`config.mk`:
```
export PLATFORM = sky130hd
export DESIGN_NAME = hc_router
export DESIGN_NICKNAME = d
export VERILOG_FILES = /design/src/rtl/hc_route_pkg.sv /design/src/rtl/hc_lfsr.sv /design/src/rtl/hc_route_decide.sv /design/src/rtl/hc_router.sv
export SDC_FILE = /design/constraint.sdc
export NUM_CORES = 1
export LEC_CHECK = 0
export CAP_MARGIN = 40
export CORE_AREA = 2 2 46 48
export DETAILED_ROUTE_END_ITERATION = 6
export DIE_AREA = 0 0 48 50
export PLACE_DENSITY_LB_ADDON = 0.2
export SYNTH_ARGS = -nofsm -noshare
export SYNTH_HDL_FRONTEND = slang
export SYNTH_SLANG_ARGS = --single-unit
```
`constraint.sdc`:
```
create_clock -name clk -period 2.05 [get_ports clk]
set_input_delay 0.41 -clock clk [delete_from_list [all_inputs] [get_ports clk]]
set_output_delay 0.41 -clock clk [all_outputs]
set_load 0.03 [all_outputs]
```
`src/rtl/hc_route_pkg.sv`:
```
package hc_route_pkg;

    localparam int HC_DIM = 3;

    typedef enum logic {
        PH_TO_MID = 1'b0,
        PH_TO_DST = 1'b1
    } hc_phase_e;

    // Fibonacci LFSR tap mask for a given width (maximal length)
    function automatic logic [31:0] lfsr_taps(input int w);
        case (w)
            2:       lfsr_taps = 32'h0000_0003;
            3:       lfsr_taps = 32'h0000_0006;
            4:       lfsr_taps = 32'h0000_000C;
            5:       lfsr_taps = 32'h0000_0014;
            6:       lfsr_taps = 32'h0000_0030;
            7:       lfsr_taps = 32'h0000_0060;
            8:       lfsr_taps = 32'h0000_00B8;
            default: lfsr_taps = 32'h0000_0006;
        endcase
    endfunction

endpackage

```
`src/rtl/hc_lfsr.sv`:
```
module hc_lfsr #(
    parameter int W = hc_route_pkg::HC_DIM
) (
    input  logic         clk,
    input  logic         rst_n,
    input  logic         step,
    output logic [W-1:0] value
);
    localparam logic [W-1:0] TAPS = W'(hc_route_pkg::lfsr_taps(W));
    localparam logic [W-1:0] SEED = W'(1);

    logic [W-1:0] lfsr_d, lfsr_q;
    logic         fb;

    always_comb begin
        fb     = ^(lfsr_q & TAPS);
        lfsr_d = lfsr_q;
        if (step) begin
            lfsr_d = {lfsr_q[W-2:0], fb};
        end
    end

    always_ff @(posedge clk) begin
        if (!rst_n) begin
            lfsr_q <= SEED;
        end else begin
            lfsr_q <= lfsr_d;
        end
    end

    assign value = lfsr_q;
endmodule

```
`src/rtl/hc_route_decide.sv`:
```
module hc_route_decide #(
    parameter int DIM = hc_route_pkg::HC_DIM,
    parameter int PW  = (DIM > 1) ? $clog2(DIM) : 1
) (
    input  logic [DIM-1:0] self_addr,
    input  logic           inject,
    input  logic           spread,
    input  logic [DIM-1:0] rand_mid,
    input  logic [DIM-1:0] hdr_dst,
    input  logic [DIM-1:0] hdr_mid,
    input  logic           hdr_phase,
    output logic [DIM-1:0] nxt_dst,
    output logic [DIM-1:0] nxt_mid,
    output logic           nxt_phase,
    output logic [PW-1:0]  nxt_port,
    output logic           nxt_deliver
);
    import hc_route_pkg::*;

    logic [DIM-1:0] mid_eff;
    logic           phase_eff;
    logic [DIM-1:0] target;
    logic [DIM-1:0] diff;

    always_comb begin
        // header as seen after injection handling
        mid_eff   = hdr_mid;
        phase_eff = hdr_phase;
        if (inject) begin
            mid_eff   = spread ? rand_mid : hdr_dst;
            phase_eff = spread ? PH_TO_MID : PH_TO_DST;
        end
        // reaching the intermediate switches to the second leg
        if (phase_eff == PH_TO_MID && self_addr == mid_eff) begin
            phase_eff = PH_TO_DST;
        end
        target = (phase_eff == PH_TO_DST) ? hdr_dst : mid_eff;
        diff   = self_addr ^ target;

        // lowest differing bit wins: scan from the top so the last hit sticks
        nxt_port = '0;
        for (int i = DIM - 1; i >= 0; i--) begin
            if (diff[i]) begin
                nxt_port = PW'(i);
            end
        end
        nxt_deliver = (diff == '0);
        nxt_dst     = hdr_dst;
        nxt_mid     = mid_eff;
        nxt_phase   = phase_eff;
    end
endmodule

```
`src/rtl/hc_router.sv`:
```
module hc_router #(
    parameter int DIM = hc_route_pkg::HC_DIM,
    parameter int PW  = (DIM > 1) ? $clog2(DIM) : 1
) (
    input  logic           clk,
    input  logic           rst_n,
    input  logic [DIM-1:0] self_addr,
    input  logic           spread_en,
    input  logic           in_valid,
    output logic           in_ready,
    input  logic           in_inject,
    input  logic [DIM-1:0] in_dst,
    input  logic [DIM-1:0] in_mid,
    input  logic           in_phase,
    output logic           out_valid,
    input  logic           out_ready,
    output logic [PW-1:0]  out_port,
    output logic           out_deliver,
    output logic [DIM-1:0] out_dst,
    output logic [DIM-1:0] out_mid,
    output logic           out_phase
);
    typedef struct packed {
        logic           valid;
        logic [PW-1:0]  port;
        logic           deliver;
        logic [DIM-1:0] dst;
        logic [DIM-1:0] mid;
        logic           phase;
    } route_st_t;

    route_st_t      st_d, st_q;
    logic [DIM-1:0] rand_mid;
    logic           accept;
    logic           lfsr_step;
    logic [DIM-1:0] dec_dst, dec_mid;
    logic           dec_phase, dec_deliver;
    logic [PW-1:0]  dec_port;

    assign in_ready  = !st_q.valid || out_ready;
    assign accept    = in_valid && in_ready;
    assign lfsr_step = accept && in_inject && spread_en;

    hc_lfsr #(.W(DIM)) u_lfsr (
        .clk   (clk),
        .rst_n (rst_n),
        .step  (lfsr_step),
        .value (rand_mid)
    );

    hc_route_decide #(.DIM(DIM), .PW(PW)) u_decide (
        .self_addr   (self_addr),
        .inject      (in_inject),
        .spread      (spread_en),
        .rand_mid    (rand_mid),
        .hdr_dst     (in_dst),
        .hdr_mid     (in_mid),
        .hdr_phase   (in_phase),
        .nxt_dst     (dec_dst),
        .nxt_mid     (dec_mid),
        .nxt_phase   (dec_phase),
        .nxt_port    (dec_port),
        .nxt_deliver (dec_deliver)
    );

    always_comb begin
        st_d = st_q;
        if (accept) begin
            st_d.valid   = 1'b1;
            st_d.port    = dec_port;
            st_d.deliver = dec_deliver;
            st_d.dst     = dec_dst;
            st_d.mid     = dec_mid;
            st_d.phase   = dec_phase;
        end else if (st_q.valid && out_ready) begin
            st_d.valid = 1'b0;
        end
    end

    always_ff @(posedge clk) begin
        if (!rst_n) begin
            st_q <= '0;
        end else begin
            st_q <= st_d;
        end
    end

    assign out_valid   = st_q.valid;
    assign out_port    = st_q.port;
    assign out_deliver = st_q.deliver;
    assign out_dst     = st_q.dst;
    assign out_mid     = st_q.mid;
    assign out_phase   = st_q.phase;
endmodule

```
* After elaboration in Yosys (flattened, before gate mapping) *
Cells that the tools add are included.

word-level totals
  logic and storage cells = 31
  output and inout port bits = 12
  bits of input ports = 16
  register bits after elaboration = 14

cells by class
  equality and inequality tests = 1
  reductions and logical operators = 10
  muxes and demuxes = 11
  bitwise gates (word level) = 2

operators by type and width
  kind                 number
  3-bit two-way mux    3
  2-bit two-way mux    3
  1-bit logical AND    5
  1-bit two-way mux    5
  3-bit equality test  1
  3-bit logical NOT    1
  3-bit parity         1
  3-bit XOR            1
  2-bit nonzero test   1
  1-bit logical NOT    1
  1-bit logical OR     1
  1-bit NOT            1

* Depth between registers and ports, before layout *
Gate-level depths: netlist of the first run.

  word-level depth = 10
  depth in mapped cells = 7

* Cells and area by module *
Synthesis of the first run repeated with hierarchy kept, for this count alone.

second synthesis, totals
  cell total of the unflattened synthesis = 96
  area, all modules = 855.8 um2

modules (own cells, without submodules)
  module           cells each  area an instance (um2)  instances  sequential area each (um2)
  hc_router        49          455.4                   1          220.2
  hc_route_decide  37          285.3                   1          0.0
  hc_lfsr          10          115.1                   1          60.1

* Worst setup path before layout of the first run *
OpenSTA, ideal clock, no wires.

  kind = input port to flip-flop
  from = input spread_en
  to = register st_q (netlist bit out_port[0])
  setup time = 0.116 ns
  arrival time = 1.724 ns
  setup slack = 0.210 ns
  cell stages on the path = 7
  cells stage by stage = mux2_2 > mux2i_4 > xnor2_1 > o21ai_2 > mux2i_1 > xnor2_1 > a31o_2

on the way
  longest elaborated chain between the ends = 9

ends and longest elaborated chain
  item                                                    line                                          source
  start: declaration                                      hc_router.sv:8                                input logic spread_en,
  3-bit two-way mux or 1-bit two-way mux (tied branches)  hc_route_decide.sv:30, hc_route_decide.sv:31
  3-bit two-way mux or 1-bit two-way mux (tied branches)  hc_route_decide.sv:29                         if (inject) begin
  3-bit equality test or 1-bit NOT (tied branches)        hc_route_decide.sv:34                         if (phase_eff == PH_TO_MID && self_addr == mid_eff) begin
  1-bit logical AND                                       hc_route_decide.sv:34
  1-bit two-way mux                                       hc_route_decide.sv:34
  3-bit two-way mux *                                     hc_route_decide.sv:37                         target = (phase_eff == PH_TO_DST) ? hdr_dst : mid_eff;
  3-bit XOR *                                             hc_route_decide.sv:38                         diff = self_addr ^ target;
  2-bit two-way mux                                       hc_route_decide.sv:43                         if (diff[i]) begin
  2-bit two-way mux *                                     hc_route_decide.sv:43
  end signal: assignment                                  hc_router.sv:84                               st_q <= st_d;
  end: declaration                                        hc_router.sv:32                               route_st_t st_d, st_q;

Mark *: on every way between the ends. The rest lies on a longest branch, timed or not.
A chain may end at the register's enable or synchronous reset.

* Worst setup path after layout of the first run *
  from = input in_dst[0]
  to = register st_q (netlist bit out_port[0])

on the way
  longest elaborated chain between the ends = 9

ends and longest elaborated chain
  item                 line                   source
  start: declaration   hc_router.sv:12        input logic [DIM-1:0] in_dst,
  3-bit two-way mux    hc_route_decide.sv:30  mid_eff = spread ? rand_mid : hdr_dst;
  3-bit two-way mux    hc_route_decide.sv:29
  3-bit equality test  hc_route_decide.sv:34
  1-bit logical AND    hc_route_decide.sv:34
  1-bit two-way mux    hc_route_decide.sv:34
  3-bit two-way mux *  hc_route_decide.sv:37
  3-bit XOR *          hc_route_decide.sv:38
  2-bit two-way mux    hc_route_decide.sv:43
  2-bit two-way mux *  hc_route_decide.sv:43

Marked as above.

==> results_dict.tcl, run 1 <==
set metrics [dict create \
    status "finished, final reports clean" \
    finish.utilization 0.635 \
    stdcell_area_sq_um 1210 \
    ys_ff_latch 14 \
    period_needed_ns 1.88 \
    synth.cell_area_sq_um 759 \
    routed_via_density 4.75 \
    crit_buf_inv 1 \
    hold_path.class "register to register" \
    drt-initial-drc-count 3 \
    start_kind "primary input" \
    antenna_found_initial 0 \
    path_cells "dlygate4sd2_1 -> mux2_4 -> mux2i_4 -> xnor2_2 -> o21ai_2 -> mux2i_1 -> xnor2_1 -> a31o_2" \
    layout.nets 142 \
    rrSetupSlack_ns 0.19 \
    cp-end-kind "register" \
    finalSetupTns_ns 0 \
    synth_fp_nets 101 \
    cts.root.buffer_cell "clkbuf_4" \
    fin_skew_ns 0.0108 \
    gp_congestion 0.740 \
    fp.coreArea_sq_um 1900 \
    wl_per_cell_um 12.3 \
    cpPeakStageDelay_ns 0.29 \
    fillCellCount 166 \
    combPwrFrac 0.312 \
    dieArea_sq_um 2400 \
    fin_cells 152 \
    ys_warn_count 0 \
    worst_pin_slew_ns 0.316 \
    grt_pass1_wl_mm 2.95 \
    intPower_w 0.000512 \
    synth_seq_area_share 0.369 \
    leakagePower_nw 0.537 \
    holdBufCountCts 0 \
    drive_above_1_share 0.240 \
    setup_viol 0 \
    first_pass_iters 4 \
    synth.avg_cell_area_sq_um 8.94 \
    r2r-start "u_lfsr.value[2]$_SDFFE_PN0P_" \
    diodes 0 \
    cts_buffers 3 \
    detail_route.wirelength_mm 1.87 \
    critPathTopFamily "multiplexers" \
    ys_types 26 \
    cp.arrival_ns 2.07 \
    grt_overflow_total 0 \
    port_buffers 27 \
    track_usage 0.172 \
    required_ns 2.24 \
    peakVddDrop_uv 347 \
    antenna_left 0 \
    synth_common_cells "dfxtp_1, nand2_1, mux2i_1" \
    initial_core_util 0.399 \
    total_power_w 0.000728 \
    post-route-period-util 0.918 \
    swShare 0.297 \
    dp_cells 147 \
    routed-via-count 722 \
    grt_start_max_net_pins 10 \
    area_delta_synth_final_pct 59.0 \
    cts_sinks 14 \
    clk_pin_slew_worst_paths_ns 0.10 \
    drt_drc_violations_left 0 \
    reg2reg_to "out_port[0]$_SDFFE_PN0P_" \
    yosys_most_used_dff "dfxtp_1" \
    relSlewSlack 0.789 \
    power_frac_seq 0.408 \
    crit_slowest_cell "mux2_4" \
    yosysTopAreaCellShare 0.369 \
    fp.dieW_um 48 \
    async_flop_share 0 \
    synthCells 85 \
    hold_start "out_mid[2]$_SDFFE_PN0P_" \
    drv_slew 0 \
    timing_hold_violations_final 0 \
    fmax_ghz 0.531 \
    dieHeight_um 50 \
    critPathKind "primary input to register" \
    clock_power_share 0.280 \
    synth_edf_count 0 \
    grt_pass1_vias 687 \
    worstHoldPathCells 2 \
    ios 28 \
    yosys.area.top_type "dfxtp_1" \
    clk-insertion-delay-late_ns 0.28 \
    dpl.hpwl_mm 1.37 \
    r2r_cells 7 \
    placed_area_sq_um 1130 \
    cellPowerDensity_nw_per_um2 603 \
    row_count 16 \
    rsz0062_at_grt "false" \
    clockBufferDepth 2 \
    ys_top_cells_by_area "dfxtp_1, mux2i_1, nand2_1, a21boi_0, xnor2_1" \
    whs_endpoint "out_mid[2]$_SDFFE_PN0P_" \
    power.switching_w 0.000217 \
    maxCapViolations 0 \
    cp_max_fo 3 \
    tritoncts "yes" \
    h-tree-depth 1 \
]
==> registers in the layout, indices dropped and copies added (netlist names) <==
register / flops
out_deliver: 1
out_dst: 3
out_mid: 3
out_phase: 1
out_port: 2
out_valid: 1
u_lfsr.value: 3
==> kinds of logic (layout without fill, tap and decap cells) <==
| family | count (synthesis) | in the layout | synth area share |
|---|---|---|---|
| AOI/OAI and AO/OA | 18 | 18 | 0.171 |
| and+or+nand+nor | 28 | 28 | 0.165 |
| buffers and inverters | 6 | 46 | 0.0428 |
| DFF | 14 | 14 | 0.369 |
| muxes | 9 | 9 | 0.137 |
| xor gates and xnor gates | 10 | 10 | 0.115 |
==> worst reg2reg max path: stages, from the launching register on <==
cell	delay, ns
dfxtp_1	0.35
mux2i_1	0.22
xor2_1	0.20
a31oi_2	0.13
o21ai_2	0.24
mux2i_1	0.26
xnor2_1	0.13
a31o_2	0.24
==> power by group through the flow <==
| stage | sequential, W | clock (W) | combinational [W] |
|---|---|---|---|
| CTS | 0.000297 | 0.000211 | 0.000224 |
| global route | 0.000299 | 0.000228 | 0.000245 |
| floorplan | 0.000331 | 0 | 0.0000891 |
| finish | 0.000297 | 0.000204 | 0.000227 |
| global placement | 0.000303 | 0 | 0.000212 |
| detailed placement | 0.000303 | 0 | 0.000214 |
==> worst max-delay path by stage <==
stage                                      start                        to  slack, ns  cells past startpoint
finish                                 in_dst[0]  out_port[0]$_SDFFE_PN0P_       0.17                      8
global route        u_lfsr.value[1]$_SDFFE_PN0P_  out_deliver$_SDFFE_PN0P_       0.03                      7
CTS                                    spread_en  out_port[0]$_SDFFE_PN0P_      0.003                      8
detailed placement                     spread_en  out_port[0]$_SDFFE_PN0P_      -0.56                      8
global placement                       spread_en  out_deliver$_SDFFE_PN0P_      -0.49                      8
floorplan                              spread_en  out_port[0]$_SDFFE_PN0P_       0.21                      7
==> stage by stage <==
| step | worst slack, ns | hold WS [ns] |
|---|---|---|
| finish | 0.167 | 0.467 |
| global route | 0.0299 | 0.499 |
| CTS | 0.00281 | 0.471 |
| detailed placement | -0.555 | 0.458 |
| global placement | -0.492 | 0.455 |
| floorplan | 0.210 | 0.470 |
==> routing by layer <==
layer,vias up,wire length [um],GRT usage
met5,-,0,0
met4,0,14,0.0676
met3,2,76,0.0220
met2,15,967,0.269
met1,333,811,0.231
li1,372,-,-
==> cells in the final DEF, fill, tap and decap left out, types with 2 or more instances in the layout <==
cell type,synthesis,routed
clkdlybuf4s50_1,0,18
nand2_1,14,14
dfxtp_1,14,14
buf_4,0,14
a21boi_0,6,6
xor2_1,5,5
dlymetal6s2s_1,0,5
nor2_1,4,4
mux2i_1,7,4
xnor2_1,5,4
mux2i_2,0,3
a21oi_1,3,3
nand3_1,3,3
clkbuf_4,0,3
inv_1,2,2
and2_1,2,2
o31ai_1,2,2
o21ai_0,2,2
nor2b_1,2,2
dlygate4sd2_1,0,2
==> what timing repair did <==
item,CTS,global route
setup endpoints to repair,3,3
buffers inserted,1,0
gates resized for setup,7,10
pin swaps,4,8
==> area by class of cell <==
class	instances	area (sq um)	area share
clock buffers	4	36.3	0.0301
repair buffers	40	370	0.307
inverters	2	7.51	0.00622
flip-flops and latches	14	280	0.232
well taps	27	33.8	0.0280
multi-input cells	65	479	0.397
Power figures use the tool's default switching activity.
==> run 2: changes to the inputs <==
--- a/config.mk
+++ b/config.mk
@@ -9,7 +9,7 @@
 export CORE_AREA = 2 2 46 48
 export DETAILED_ROUTE_END_ITERATION = 6
 export DIE_AREA = 0 0 48 50
-export PLACE_DENSITY_LB_ADDON = 0.2
+export PLACE_DENSITY = 0.73
 export SYNTH_ARGS = -nofsm -noshare
 export SYNTH_HDL_FRONTEND = slang
 export SYNTH_SLANG_ARGS = --single-unit
==> constraint.sdc (replaced) <==
create_clock -name clk -period 1.85 [get_ports clk]
set_input_delay 0.37 -clock clk [delete_from_list [all_inputs] [get_ports clk]]
set_output_delay 0.37 -clock clk [all_outputs]
set_load 0.03 [all_outputs]
==> results_dict.tcl, run 2 (same netlist as run 1, synthesis figures left out) <==
set metrics [dict create \
    antenna_left 0 \
    placed_area_sq_um 1160 \
    hold_path.class "register to register" \
    drt-initial-drc-count 3 \
    grt_use_met3 0.0476 \
    grt_start_max_net_pins 11 \
    dieArea_sq_um 2400 \
    cts_buffers 3 \
    period_needed_ns 1.94 \
    place_ws_ns -0.784 \
    fmax_ghz 0.514 \
    track_usage 0.210 \
    r2r_cells 7 \
    start_kind "primary input" \
    initial_core_util 0.399 \
    maxCapViolations 0 \
    routed-via-count 781 \
    cts_sinks 14 \
    fin_cells 159 \
    finalSetupTns_ns -0.249 \
    total_power_w 0.000837 \
    tritoncts "yes" \
    reg2reg_to "out_port[1]$_SDFFE_PN0P_" \
    cp_max_fo 3 \
    grt_pass1_wl_mm 3.40 \
    cp.arrival_ns 2.14 \
    antenna_found_initial 0 \
    required_ns 2.04 \
    rsz0062_at_grt "true" \
    clk_pin_slew_worst_paths_ns 0.09 \
    dp_cells 151 \
    fp.coreArea_sq_um 1900 \
    relSlewSlack 0.797 \
    ios 28 \
    layout_setup_ws_ns -0.0941 \
    drt_drc_violations_left 0 \
    diodes 0 \
    leakagePower_nw 0.543 \
    cellPowerDensity_nw_per_um2 664 \
    drive_above_1_share 0.303 \
    grt_pass1_vias 780 \
    detail_route.wirelength_mm 2.26 \
    routed_via_density 4.91 \
    wl_per_cell_um 14.2 \
    peakVddDrop_uv 416 \
    busiest_layer "met2" \
    h-tree-depth 1 \
    gp_congestion 0.813 \
    holdBufCountCts 0 \
    post-route-period-util 1.05 \
    layout_common_cells "buf_4, clkdlybuf4s50_1, nand2_1" \
    stdcell_area_sq_um 1260 \
    setup_viol 3 \
    cts.root.buffer_cell "clkbuf_4" \
    crit_path_end "out_port[1]$_SDFFE_PN0P_" \
    fillCellCount 154 \
    clk-insertion-delay-late_ns 0.28 \
    violations "negative setup slack" \
    grt_overflow_total 0 \
    cp-end-kind "register" \
    critPathKind "primary input to register" \
    fin_skew_ns 0.00238 \
    worst_pin_slew_ns 0.296 \
    met1_usage 0.237 \
    fp.dieW_um 48 \
    clockBufferDepth 2 \
    timing_hold_violations_final 0 \
    dpl.hpwl_mm 1.59 \
    rrSetupSlack_ns -0.08 \
    gr-usage-met2 0.353 \
    layout.nets 149 \
    r2r-start "u_lfsr.value[1]$_SDFFE_PN0P_" \
    drv_slew 0 \
    port_buffers 27 \
    row_count 16 \
    dieHeight_um 50 \
    first_pass_iters 4 \
    status "finished, violations left" \
    crit_start "in_dst[1]" \
    area_delta_synth_final_pct 65.9 \
    final_common_cell "buf_4" \
]
-- run 2: metrics by stage --
step,utilization,hold slack (ns)
final,0.663,0.470
after global routing,0.663,0.500
after CTS,0.643,0.473
after detailed placement,0.608,0.460
after global placement,0.608,0.456
after floorplan,-,0.470
-- run 2: what timing repair did --
action                                  in CTS  in global routing
setup buffers                                3                  1
resized for setup                           17                  8
pin swaps                                    8                  8
endpoints found under the setup margin       3                  3
-- run 2: how the worst min path moves through the flow --
| stage | from | endpoint | cells past startpoint |
|---|---|---|---|
| 3_3_place_gp | out_dst[2]$_SDFFE_PN0P_ | out_dst[2]$_SDFFE_PN0P_ | 2 |
| 2_1_floorplan | u_lfsr.value[0]$_SDFFE_PN1P_ | u_lfsr.value[0]$_SDFFE_PN1P_ | 2 |
| 3_5_place_dp | out_mid[2]$_SDFFE_PN0P_ | out_mid[2]$_SDFFE_PN0P_ | 2 |
| 6_report | out_mid[2]$_SDFFE_PN0P_ | out_mid[2]$_SDFFE_PN0P_ | 2 |
| 4_1_cts | out_mid[2]$_SDFFE_PN0P_ | out_mid[2]$_SDFFE_PN0P_ | 2 |
| 5_1_grt | out_dst[1]$_SDFFE_PN0P_ | out_dst[1]$_SDFFE_PN0P_ | 2 |
-- run 2: area by class of cell --
type,instances,area [sq um],share of cell area
flip-flops and latches,14,284,0.225
multi-input cells,65,488,0.387
inverters,2,7.51,0.00596
repair buffers,47,410,0.326
well taps,27,33.8,0.0268
clock buffers,4,36.3,0.0288
-- run 2: worst max-delay path, stage by stage --
cell and delay, ns:
dlygate4sd2_1 0.26, mux2i_2 0.22, xor2_1 0.23, a31oi_2 0.13
o21ai_2 0.24, mux2i_1 0.28, xnor2_1 0.14, o31ai_1 0.26
-- run 2: routing by layer --
metal	wire, um	share of wire
met1	904	0.40
met2	1230	0.54
met3	62	0.027
met4	67	0.030
met5	0	0
-- run 2: power breakdown --
group	leakage [nW]	internal, W	switching, W	total [W]
sequential	0.115	0.000320	0.00000916	0.000329
combinational	0.407	0.000141	0.000138	0.000280
clock	0.0210	0.000120	0.000109	0.000228
total	0.543	0.000581	0.000256	0.000837
